## src/rtl/pwm_bank_pkg.sv

```systemverilog
package pwm_bank_pkg;
  localparam logic [2:0] MODE_MANUAL = 3'b111;

  function automatic logic is_manual(input logic [2:0] mode_field);
    return mode_field == MODE_MANUAL;
  endfunction
endpackage

```

## src/rtl/pwm_tick_gen.sv

```systemverilog
module pwm_tick_gen #(
  parameter int PRESCALE = 2
) (
  input  logic clk,
  input  logic rst_n,
  output logic tick
);
  localparam int CW = (PRESCALE > 1) ? $clog2(PRESCALE) : 1;

  generate
    if (PRESCALE == 1) begin : g_direct
      assign tick = 1'b1;
    end else begin : g_count
      logic [CW-1:0] div_q;
      assign tick = (div_q == CW'(PRESCALE - 1));
      always_ff @(posedge clk or negedge rst_n) begin
        if (!rst_n)    div_q <= '0;
        else if (tick) div_q <= '0;
        else           div_q <= div_q + 1'b1;
      end
      // Steps are never back to back when the divider is in use
      p_tick_spaced_r5: assert property (@(posedge clk) disable iff (!rst_n)
        tick |=> !tick);
    end
  endgenerate
endmodule

```

## src/rtl/pwm_chan_regs.sv

```systemverilog
module pwm_chan_regs
  import pwm_bank_pkg::*;
#(
  parameter int DW = 8,
  parameter int AW = 8,
  parameter logic [AW-1:0] DUTY_ADDR = 8'h30,
  parameter logic [AW-1:0] CFG_ADDR  = 8'h5C
) (
  input  logic          clk,
  input  logic          rst_n,
  input  logic          wr_en,
  input  logic [AW-1:0] addr,
  input  logic [DW-1:0] wdata,
  input  logic [DW-1:0] auto_duty,
  output logic [DW-1:0] duty_q,
  output logic [DW-1:0] cfg_q
);
  logic duty_hit, cfg_hit, manual;

  assign duty_hit = wr_en && (addr == DUTY_ADDR);
  assign cfg_hit  = wr_en && (addr == CFG_ADDR);
  assign manual   = is_manual(cfg_q[DW-1 -: 3]);

  always_ff @(posedge clk or negedge rst_n) begin
    if (!rst_n)       cfg_q <= '0;
    else if (cfg_hit) cfg_q <= wdata;
  end

  always_ff @(posedge clk or negedge rst_n) begin
    if (!rst_n)        duty_q <= '0;
    else if (!manual)  duty_q <= auto_duty;
    else if (duty_hit) duty_q <= wdata;
  end

  p_manual_write_r3: assert property (@(posedge clk) disable iff (!rst_n)
    (manual && duty_hit) |=> (duty_q == $past(wdata)));
  p_manual_hold_r3: assert property (@(posedge clk) disable iff (!rst_n)
    (manual && !duty_hit) |=> $stable(duty_q));
  p_auto_track_r4: assert property (@(posedge clk) disable iff (!rst_n)
    !manual |=> (duty_q == $past(auto_duty)));
endmodule

```

## src/rtl/pwm_chan_gen.sv

```systemverilog
module pwm_chan_gen #(
  parameter int DW = 8
) (
  input  logic          clk,
  input  logic          rst_n,
  input  logic          tick,
  input  logic [DW-1:0] duty_in,
  output logic          pwm
);
  logic [DW-1:0] phase_q, live_q;
  logic          wrap;

  assign wrap = tick && (phase_q == '1);

  always_ff @(posedge clk or negedge rst_n) begin
    if (!rst_n) begin
      phase_q <= '0;
      live_q  <= '0;
    end else begin
      if (tick) phase_q <= phase_q + 1'b1;
      if (wrap) live_q  <= duty_in;
    end
  end

  assign pwm = (live_q == '1) || (phase_q < live_q);

  p_latch_at_wrap_r7: assert property (@(posedge clk) disable iff (!rst_n)
    !wrap |=> $stable(live_q));
  p_edge_on_step_r7: assert property (@(posedge clk) disable iff (!rst_n)
    !tick |=> $stable(pwm));
endmodule

```

## src/rtl/pwm_bank.sv

```systemverilog
module pwm_bank #(
  parameter int NCH      = 3,
  parameter int DW       = 8,
  parameter int AW       = 8,
  parameter int PRESCALE = 2,
  parameter logic [AW-1:0] DUTY_BASE = 8'h30,
  parameter logic [AW-1:0] CFG_BASE  = 8'h5C
) (
  input  logic              clk,
  input  logic              rst_n,
  input  logic              wr_en,
  input  logic [AW-1:0]     addr,
  input  logic [DW-1:0]     wdata,
  output logic [DW-1:0]     rdata,
  input  logic [NCH*DW-1:0] auto_duty,
  output logic [NCH-1:0]    pwm_out
);
  logic          tick;
  logic [DW-1:0] duty_arr [NCH];
  logic [DW-1:0] cfg_arr  [NCH];

  pwm_tick_gen #(.PRESCALE(PRESCALE)) u_tick (
    .clk(clk), .rst_n(rst_n), .tick(tick)
  );

  generate
    for (genvar g = 0; g < NCH; g++) begin : g_ch
      pwm_chan_regs #(
        .DW(DW), .AW(AW),
        .DUTY_ADDR(AW'(DUTY_BASE + g)),
        .CFG_ADDR (AW'(CFG_BASE + g))
      ) u_regs (
        .clk(clk), .rst_n(rst_n), .wr_en(wr_en), .addr(addr), .wdata(wdata),
        .auto_duty(auto_duty[g*DW +: DW]),
        .duty_q(duty_arr[g]), .cfg_q(cfg_arr[g])
      );
      pwm_chan_gen #(.DW(DW)) u_gen (
        .clk(clk), .rst_n(rst_n), .tick(tick),
        .duty_in(duty_arr[g]), .pwm(pwm_out[g])
      );
    end
  endgenerate

  always_comb begin
    rdata = '0;
    for (int i = 0; i < NCH; i++) begin
      if (addr == AW'(DUTY_BASE + i)) rdata = duty_arr[i];
      if (addr == AW'(CFG_BASE + i))  rdata = cfg_arr[i];
    end
  end
endmodule

```

## config.mk

```make
export PLATFORM = sky130hd
export DESIGN_NAME = pwm_bank
export DESIGN_NICKNAME = d
export VERILOG_FILES = /design/src/rtl/pwm_bank_pkg.sv /design/src/rtl/pwm_tick_gen.sv /design/src/rtl/pwm_chan_regs.sv /design/src/rtl/pwm_chan_gen.sv /design/src/rtl/pwm_bank.sv
export SDC_FILE = /design/constraint.sdc
export NUM_CORES = 1
export LEC_CHECK = 0
export ABC_AREA = 1
export BUFFER_PORTS_ARGS = -buffer_cell sky130_fd_sc_hd__buf_2
export CORE_AREA = 2 2 120 122
export DETAILED_ROUTE_END_ITERATION = 10
export DIE_AREA = 0 0 122 124
export HOLD_SLACK_MARGIN = 0.06
export PLACE_DENSITY_LB_ADDON = 0.15
export SLEW_MARGIN = 5
export SYNTH_ARGS = -nofsm -noshare
export SYNTH_HDL_FRONTEND = slang
export SYNTH_SLANG_ARGS = --single-unit
```

## constraint.sdc

```tcl
create_clock -name clk -period 1.85 [get_ports clk]
set_input_delay 0.185 -clock clk [delete_from_list [all_inputs] [get_ports clk]]
set_output_delay 0.185 -clock clk [all_outputs]
set_load 0.01 [all_outputs]
```

# Word level (Yosys, flattened, before mapping)
# Index checks and enable logic that the tools add are counted.
# word_totals
ff_bits	97
out_inout_bits	11
inputBits	43
# classes
n_eq_ne	18
n_reduce_logical	12
addsub	4
magnitude_cmp	3
mux	13
# ops
cell	count
2-to-1 mux 8 bit	12
equality test 8 bit, second input constant	6
adder 8 x 1 -> 8 bit, second input constant	3
equality test 8 x 6 -> 1 bit, second input constant	3
equality test 8 x 7 -> 1 bit, second input constant	3
< comparator 8 bit	3
equality test 3 bit, second input constant	3
logical AND 1 bit	9
!= test 2 x 1 -> 1 bit, second input constant	3
logical OR 1 bit	3
adder 1 bit, second input constant	1
2-to-1 mux 1 bit	1

# Logic depth before layout (Yosys ltp)
# Gate-level depths: netlist of run 1.
# depth
ltp_word	7
ltp_mapped	10

# By module
# From an unflattened synthesis of run 1, not the netlist that was laid out.
# unflattened
cells_unflattened	798
area_unflattened_um2	6172.2
# modules_own_cells
mod	cells_per_inst	instances	area_per_inst_um2
pwm_chan_gen	122	3	1001.0
pwm_chan_regs (g_ch[1].u_regs ...)	107	2	845.8
pwm_chan_regs (g_ch[0].u_regs)	106	1	873.3
pwm_bank	110	1	575.6
pwm_tick_gen	2	1	28.8

# Least setup slack after synthesis of run 1
# Ideal clock, no wire load.
# synth_timing
kind	register -> output
startpoint	register g_ch[1].u_gen.phase_q[7]
endpoint	output pwm_out[1]
path_buffers	1
t_arrival_ns	1.227
required_ns	1.665
stages_incl_launch_ff	7
path_slack_ns	0.438
cell_sequence	dfrtp_1 -> ha_1 -> inv_1 -> o31a_1 -> nand2_1 -> nand2_1 -> buf_4
# synth_between
elab_chain_cells	2
# synth_lines
element	line	text
start: declaration	pwm_chan_gen.sv:10	logic [DW-1:0] phase_q, live_q;
start signal: assignment	pwm_chan_gen.sv:20	if (tick) phase_q <= phase_q + 1'b1;
< comparator 8 bit	pwm_chan_gen.sv:25	assign pwm = (live_q == '1) || (phase_q < live_q);
logical OR 1 bit	pwm_chan_gen.sv:25	
end: declaration	pwm_bank.sv:16	output logic [NCH-1:0] pwm_out
# No other way between the ends.

# Worst setup path after layout of run 1
# layout_timing
startpoint	register g_ch[1].u_gen.phase_q[5]
endpoint	output pwm_out[1]
# Same word-level chain as after synthesis.

==> results of run 1 <==
==> worst max-delay path: stages (launching register included) <==
cell,delay (ps)
dfrtp_1,440
ha_4,300
a21oi_2,50
o31a_1,270
nand2_1,60
nand2_1,50
buf_2,130
==> kinds of logic after synthesis <==
family / after synthesis / share of synthesized area
buffers and inverters: 107 / 0.09288
flip-flops: 97 / 0.4482
XOR/XNOR: 20 / 0.03235
AND/OR/NAND/NOR: 289 / 0.2567
adder cells (fa/ha/maj): 24 / 0.05545
AO/OA/AOI/OAI: 105 / 0.1144
==> final cells by class <==
| class | instances | area [um2] |
|---|---|---|
| Multi-Input combinational cell | 438 | 2531 |
| Inverter | 86 | 322.8 |
| Clock inverter | 4 | 20.02 |
| Tap cell | 180 | 225.2 |
| Timing Repair Buffer | 79 | 478.0 |
| Fill cell | 1410 | 7471 |
| Sequential cell | 97 | 2429 |
| Clock buffer | 11 | 242.7 |
==> registers in the layout, summed over array words and instances (netlist names) <==
| signal | cells |
|---|---|
| g_ch.u_gen.phase_q | 24 |
| g_ch.u_regs.cfg_q | 24 |
| u_tick.tick | 1 |
| g_ch.u_regs.duty_q | 24 |
| g_ch.u_gen.live_q | 24 |
==> power by group <==
part,internal (mW),switching (mW)
Clock,0.932,0.794
Sequential,2.17,0.0380
Combinational,0.0886,0.178
Total,3.19,1.01
==> layer usage <==
layer  wire (um)  share of wire
met5           0              0
met4         233          0.018
met3         513          0.039
met2        6123           0.46
met1        6297           0.48
==> worst paths after layout <==
| kind | endpoint | cells after the start |
|---|---|---|
| worst min register to register | g_ch[0].u_gen.live_q[0]$_DFFE_PN0P_ | 2 |
| min in group asynchronous | g_ch[1].u_gen.live_q[7]$_DFFE_PN0P_ | 2 |
| worst min-delay path | g_ch[2].u_regs.duty_q[5]$_DFFE_PN0P_ | 5 |
| worst max register to register | g_ch[2].u_gen.live_q[2]$_DFFE_PN0P_ | 5 |
| worst max-delay path | pwm_out[1] | 6 |
| max in group asynchronous | g_ch[1].u_regs.cfg_q[7]$_DFFE_PN0P_ | 3 |
==> cells in the mapped netlist, drive strengths merged <==
master	instances	area share
xnor2	7	0.011
nor2	44	0.042
nor3b	1	0.0014
ha	24	0.055
o21ai	77	0.084
nand3	67	0.073
nor4	3	0.0035
clkbuf	3	0.0021
inv	86	0.060
nand4	12	0.015
a21oi	25	0.026
dfrtp	97	0.45
nand2	154	0.11
nor3	8	0.010
o31a	3	0.0049
buf	18	0.031
xor2	13	0.021
==> what timing repair did <==
| action | CTS | global route |
|---|---|---|
| pin swaps | 0 | 10 |
| endpoints found under the setup margin | 3 | 3 |
| setup buffers | 4 | 13 |
| resized for setup | 1 | 10 |
| endpoints found under the hold margin | 37 | 0 |
| hold buffers | 1 | 0 |
==> through the flow <==
stage                     setup slack [ps]  cell area (um2)  utilization  hold slack, ps  power (mW)
after floorplan                      438.1             5415            -          -110.6       2.360
after global placement               287.9             5801       0.4228           210.7       2.516
after detailed placement             275.8             5801       0.4228           214.6       2.523
after CTS                            1.325             6105       0.4450           146.7       4.261
after global routing                -77.47             6248       0.4554           169.5       4.395
final                                23.32             6248       0.4554           159.8       4.203
==> impl_metrics.toml, run 1 <==
[floorplan]
coreArea_um2 = 13720
die_area_um2 = 15130
fp.dieH_um = 124
start_util = 0.3947
ioPinCount = 54
num_rows = 43
die_x_um = 122

[sta]
rsz0062_at_grt = "true"
worstMarginPinSlew_ps = 557.6
finalSetupViolCount = 0
relSlewSlack = 0.6283
post-route-min-period_ps = 1827
drv_slew = 0
fin_crit_sh = 0.9874
worst_clock_skew_ps = 3.518
setup_tns_ps = 0
fmax_mhz = 547.4
finalHoldViolCount = 0

[global_route]
grt.met1_usage = 0.2621
grt_util_all_layers = 0.1868
grt_antenna_before_repair = 0
grt_pass1_wl_um = 21380
use_met2 = 0.2922
overflow = 0
use_met3 = 0.02564
grt_max_degree = 48
first_global_vias = 4141
busiest_layer = "met2"

[routing]
via_count = 4366
drt_iter0_markers = 198
routed_wirelength_um = 13170
wire_per_inst_um = 14.71
drc = 0
drt_pass1_iterations = 4
postRouteAntennaNets = 0
viasPerCell = 4.878

[worst_setup_path]
timing.rr.start = "u_tick.tick$_DFF_PN0_"
arrival_ps = 1640
critical_path_class = "register to output pin"
endpoint_kind = "output pin"
crit_required_ps = 1660
startpoint_type = "register"
ff2ff_setup_slack_ps = 280
cp-startpoint = "g_ch[1].u_gen.phase_q[5]$_DFFE_PN0P_"
cp_max_fo = 3

[logic_synthesis]
avgSynthCellArea_um2 = 8.435
synth_nets = 709
synth_cells = 642
ys_seq_area_frac = 0.4482
yosysWarnings = 0
netlist_area_um2 = 5415
ys_types = 33
ys_ff_latch = 97

[place]
dp.cells = 862
dp.final_hpwl_um = 9638
finalWeightedCongestion = 0.8680
port_buffers = 53

[cts]
clock_sinks = 97
path_clk_slew_ps = 60
cts-root-buf = "clkbuf_16"
cts_buffers = 9
clockBufferDepth = 2
cts_tree = "built"
htreeDepth = 3
clock_latency_ps = 340

[power_and_ir_drop]
power.leakage_nw = 3.048
ir_worst_vdd_uv = 456.4
p_per_area_nw_per_um2 = 672.6

[layout]
diodes = 0
area_growth_pct = 15.39
layout_commonest_cell = "nand2_1"
instances_no_fill = 895
final_nets = 778
drive_above_1_share = 0.2210
final_cell_mix = "147 x nand2_1, 96 x dfrtp_1, 78 x inv_1"

[outcome]
status = "finished clean"

[hold_path]
hold_class = "input pin to register"
hp-start = "auto_duty[21]"

[run]
cap_violations = 0
No activity file was read; power rests on OpenSTA's default activity.
==> run 2, diff against run 1 <==
--- a/config.mk
+++ b/config.mk
@@ -12,6 +12,7 @@
 export DIE_AREA = 0 0 122 124
 export HOLD_SLACK_MARGIN = 0.06
 export PLACE_DENSITY_LB_ADDON = 0.15
+export REMOVE_ABC_BUFFERS = 1
 export SLEW_MARGIN = 5
 export SYNTH_ARGS = -nofsm -noshare
 export SYNTH_HDL_FRONTEND = slang
==> impl_metrics.toml, run 2 (same netlist as run 1, synthesis figures left out) <==
[worst_setup_path]
timing.rr.start = "g_ch[0].u_gen.phase_q[1]$_DFFE_PN0P_"
r2r_cells = 7
arrival_ps = 1660
ff2ff_setup_slack_ps = 320
startpoint_type = "register"
r2r-end = "g_ch[0].u_gen.phase_q[6]$_DFFE_PN0P_"
endpoint_kind = "output pin"
crit_required_ps = 1660
cp_max_fo = 2
critical_path_class = "register to output pin"

[routing]
postRouteAntennaNets = 0
drt_iter0_markers = 298
routed_wirelength_um = 13530
via_count = 4418
drc = 0
wire_per_inst_um = 15.07
viasPerCell = 4.920
drt_pass1_iterations = 4

[global_route]
grt_util_all_layers = 0.1948
grt_antenna_before_repair = 0
overflow = 0
use_met2 = 0.3205
busiest_layer = "met2"
grt_max_degree = 38
first_global_vias = 4422
grt_pass1_wl_um = 22400
grt.met1_usage = 0.2540
use_met3 = 0.05037

[cts]
clock_latency_ps = 350
cts_tree = "built"
htreeDepth = 3
clockBufferDepth = 2
path_clk_slew_ps = 70
cts_buffers = 9
cts-root-buf = "clkbuf_16"
clock_sinks = 97

[hold_path]
hp-start = "auto_duty[17]"
hold_class = "input pin to register"
hold_depth = 5
hold-path-endpoint = "g_ch[2].u_regs.duty_q[1]$_DFFE_PN0P_"

[layout]
layout_commonest_cell = "nand2_1"
diodes = 0
final_nets = 780
area_growth_pct = 17.14
drive_above_1_share = 0.2256
final_cell_mix = "147 x nand2_1, 97 x dfrtp_1, 77 x inv_1"

[sta]
finalHoldViolCount = 0
post-route-min-period_ps = 1842
worstMarginPinSlew_ps = 503.8
relSlewSlack = 0.6641
rsz0062_at_grt = "true"
worst_clock_skew_ps = 8.468
drv_slew = 0
hold_ws_ps = 149.8
setup_tns_ps = 0
finalSetupViolCount = 0
fmax_mhz = 543.0
fin_crit_sh = 0.9955

[floorplan]
coreArea_um2 = 13720
die_area_um2 = 15130
ioPinCount = 54
die_x_um = 122
num_rows = 43
start_util = 0.3947
fp.dieH_um = 124

[place]
port_buffers = 53
dp.final_hpwl_um = 9980
finalWeightedCongestion = 0.8929

[run]
cap_violations = 0

[power_and_ir_drop]
ir_worst_vdd_uv = 514.5
power.leakage_nw = 3.075
p_per_area_nw_per_um2 = 691.0

[outcome]
status = "finished clean"
-- run 2: changes by cell type in the layout (fill, tap and decap cells not counted), sizes merged --
| cell | before | now |
|---|---|---|
| bufinv | 0 | 1 |
| buf | 78 | 80 |
| clkinv | 4 | 2 |
| inv | 86 | 87 |
| clkinvlp | 0 | 1 |
-- run 2: area by class of cell --
class	instances	area, um2
tap	180	225.2
timing repair buffer	81	524.3
inverter	86	322.8
clock inverter	5	63.81
clock buffer	11	232.7
multi-input combinational	438	2547
fill	1386	7376
sequential	97	2427
-- run 2: worst max-delay path, cell delays in order (launching register included) --
cell and delay [ps]:
dfrtp_1 420, ha_4 280, inv_1 60, o31a_1 290
nand2_1 70, nand2_1 60, buf_6 120
-- run 2: worst max path at each step --
stage,from,endpoint,depth (start not counted)
2_1_floorplan,u_tick.tick$_DFF_PN0_,g_ch[1].u_gen.live_q[0]$_DFFE_PN0P_,5
3_3_place_gp,addr[1],rdata[0],9
3_5_place_dp,addr[1],rdata[0],9
4_1_cts,g_ch[1].u_gen.live_q[7]$_DFFE_PN0P_,pwm_out[1],7
5_1_grt,g_ch[1].u_gen.live_q[7]$_DFFE_PN0P_,pwm_out[1],7
6_report,g_ch[1].u_gen.phase_q[7]$_DFFE_PN0P_,pwm_out[1],6
-- run 2: through the flow --
step | cells | total power [mW] | util | setup WS (ps) | cell area (um2)
after global routing | 898 | 4.562 | 0.4624 | -66.80 | 6344
after CTS | 884 | 4.435 | 0.4497 | 0.7825 | 6170
after floorplan | 621 | 2.357 | - | 190.0 | 5235
final | 898 | 4.384 | 0.4624 | 8.235 | 6344
after global placement | 863 | 2.526 | 0.4252 | 205.3 | 5833
after detailed placement | 863 | 2.532 | 0.4252 | 238.7 | 5833
-- run 2: metal layers --
layer | vias up | wire [um]
li1 | 2228 | -
met1 | 2075 | 6321
met2 | 94 | 6373
met3 | 21 | 590
met4 | 0 | 247
met5 | - | 0
-- run 2: what timing repair did --
action,CTS,global route
resized for setup,0,14
buffers inserted,4,14
endpoints found under the setup margin,2,3
pin swaps,2,3
hold endpoints to repair,35,0
hold buffers,1,0
-- run 2: power breakdown --
part	switching [mW]	internal [mW]	total (mW)
clock network	0.838	1.06	1.90
logic	0.181	0.0923	0.273
registers	0.0423	2.17	2.21
total	1.06	3.32	4.38
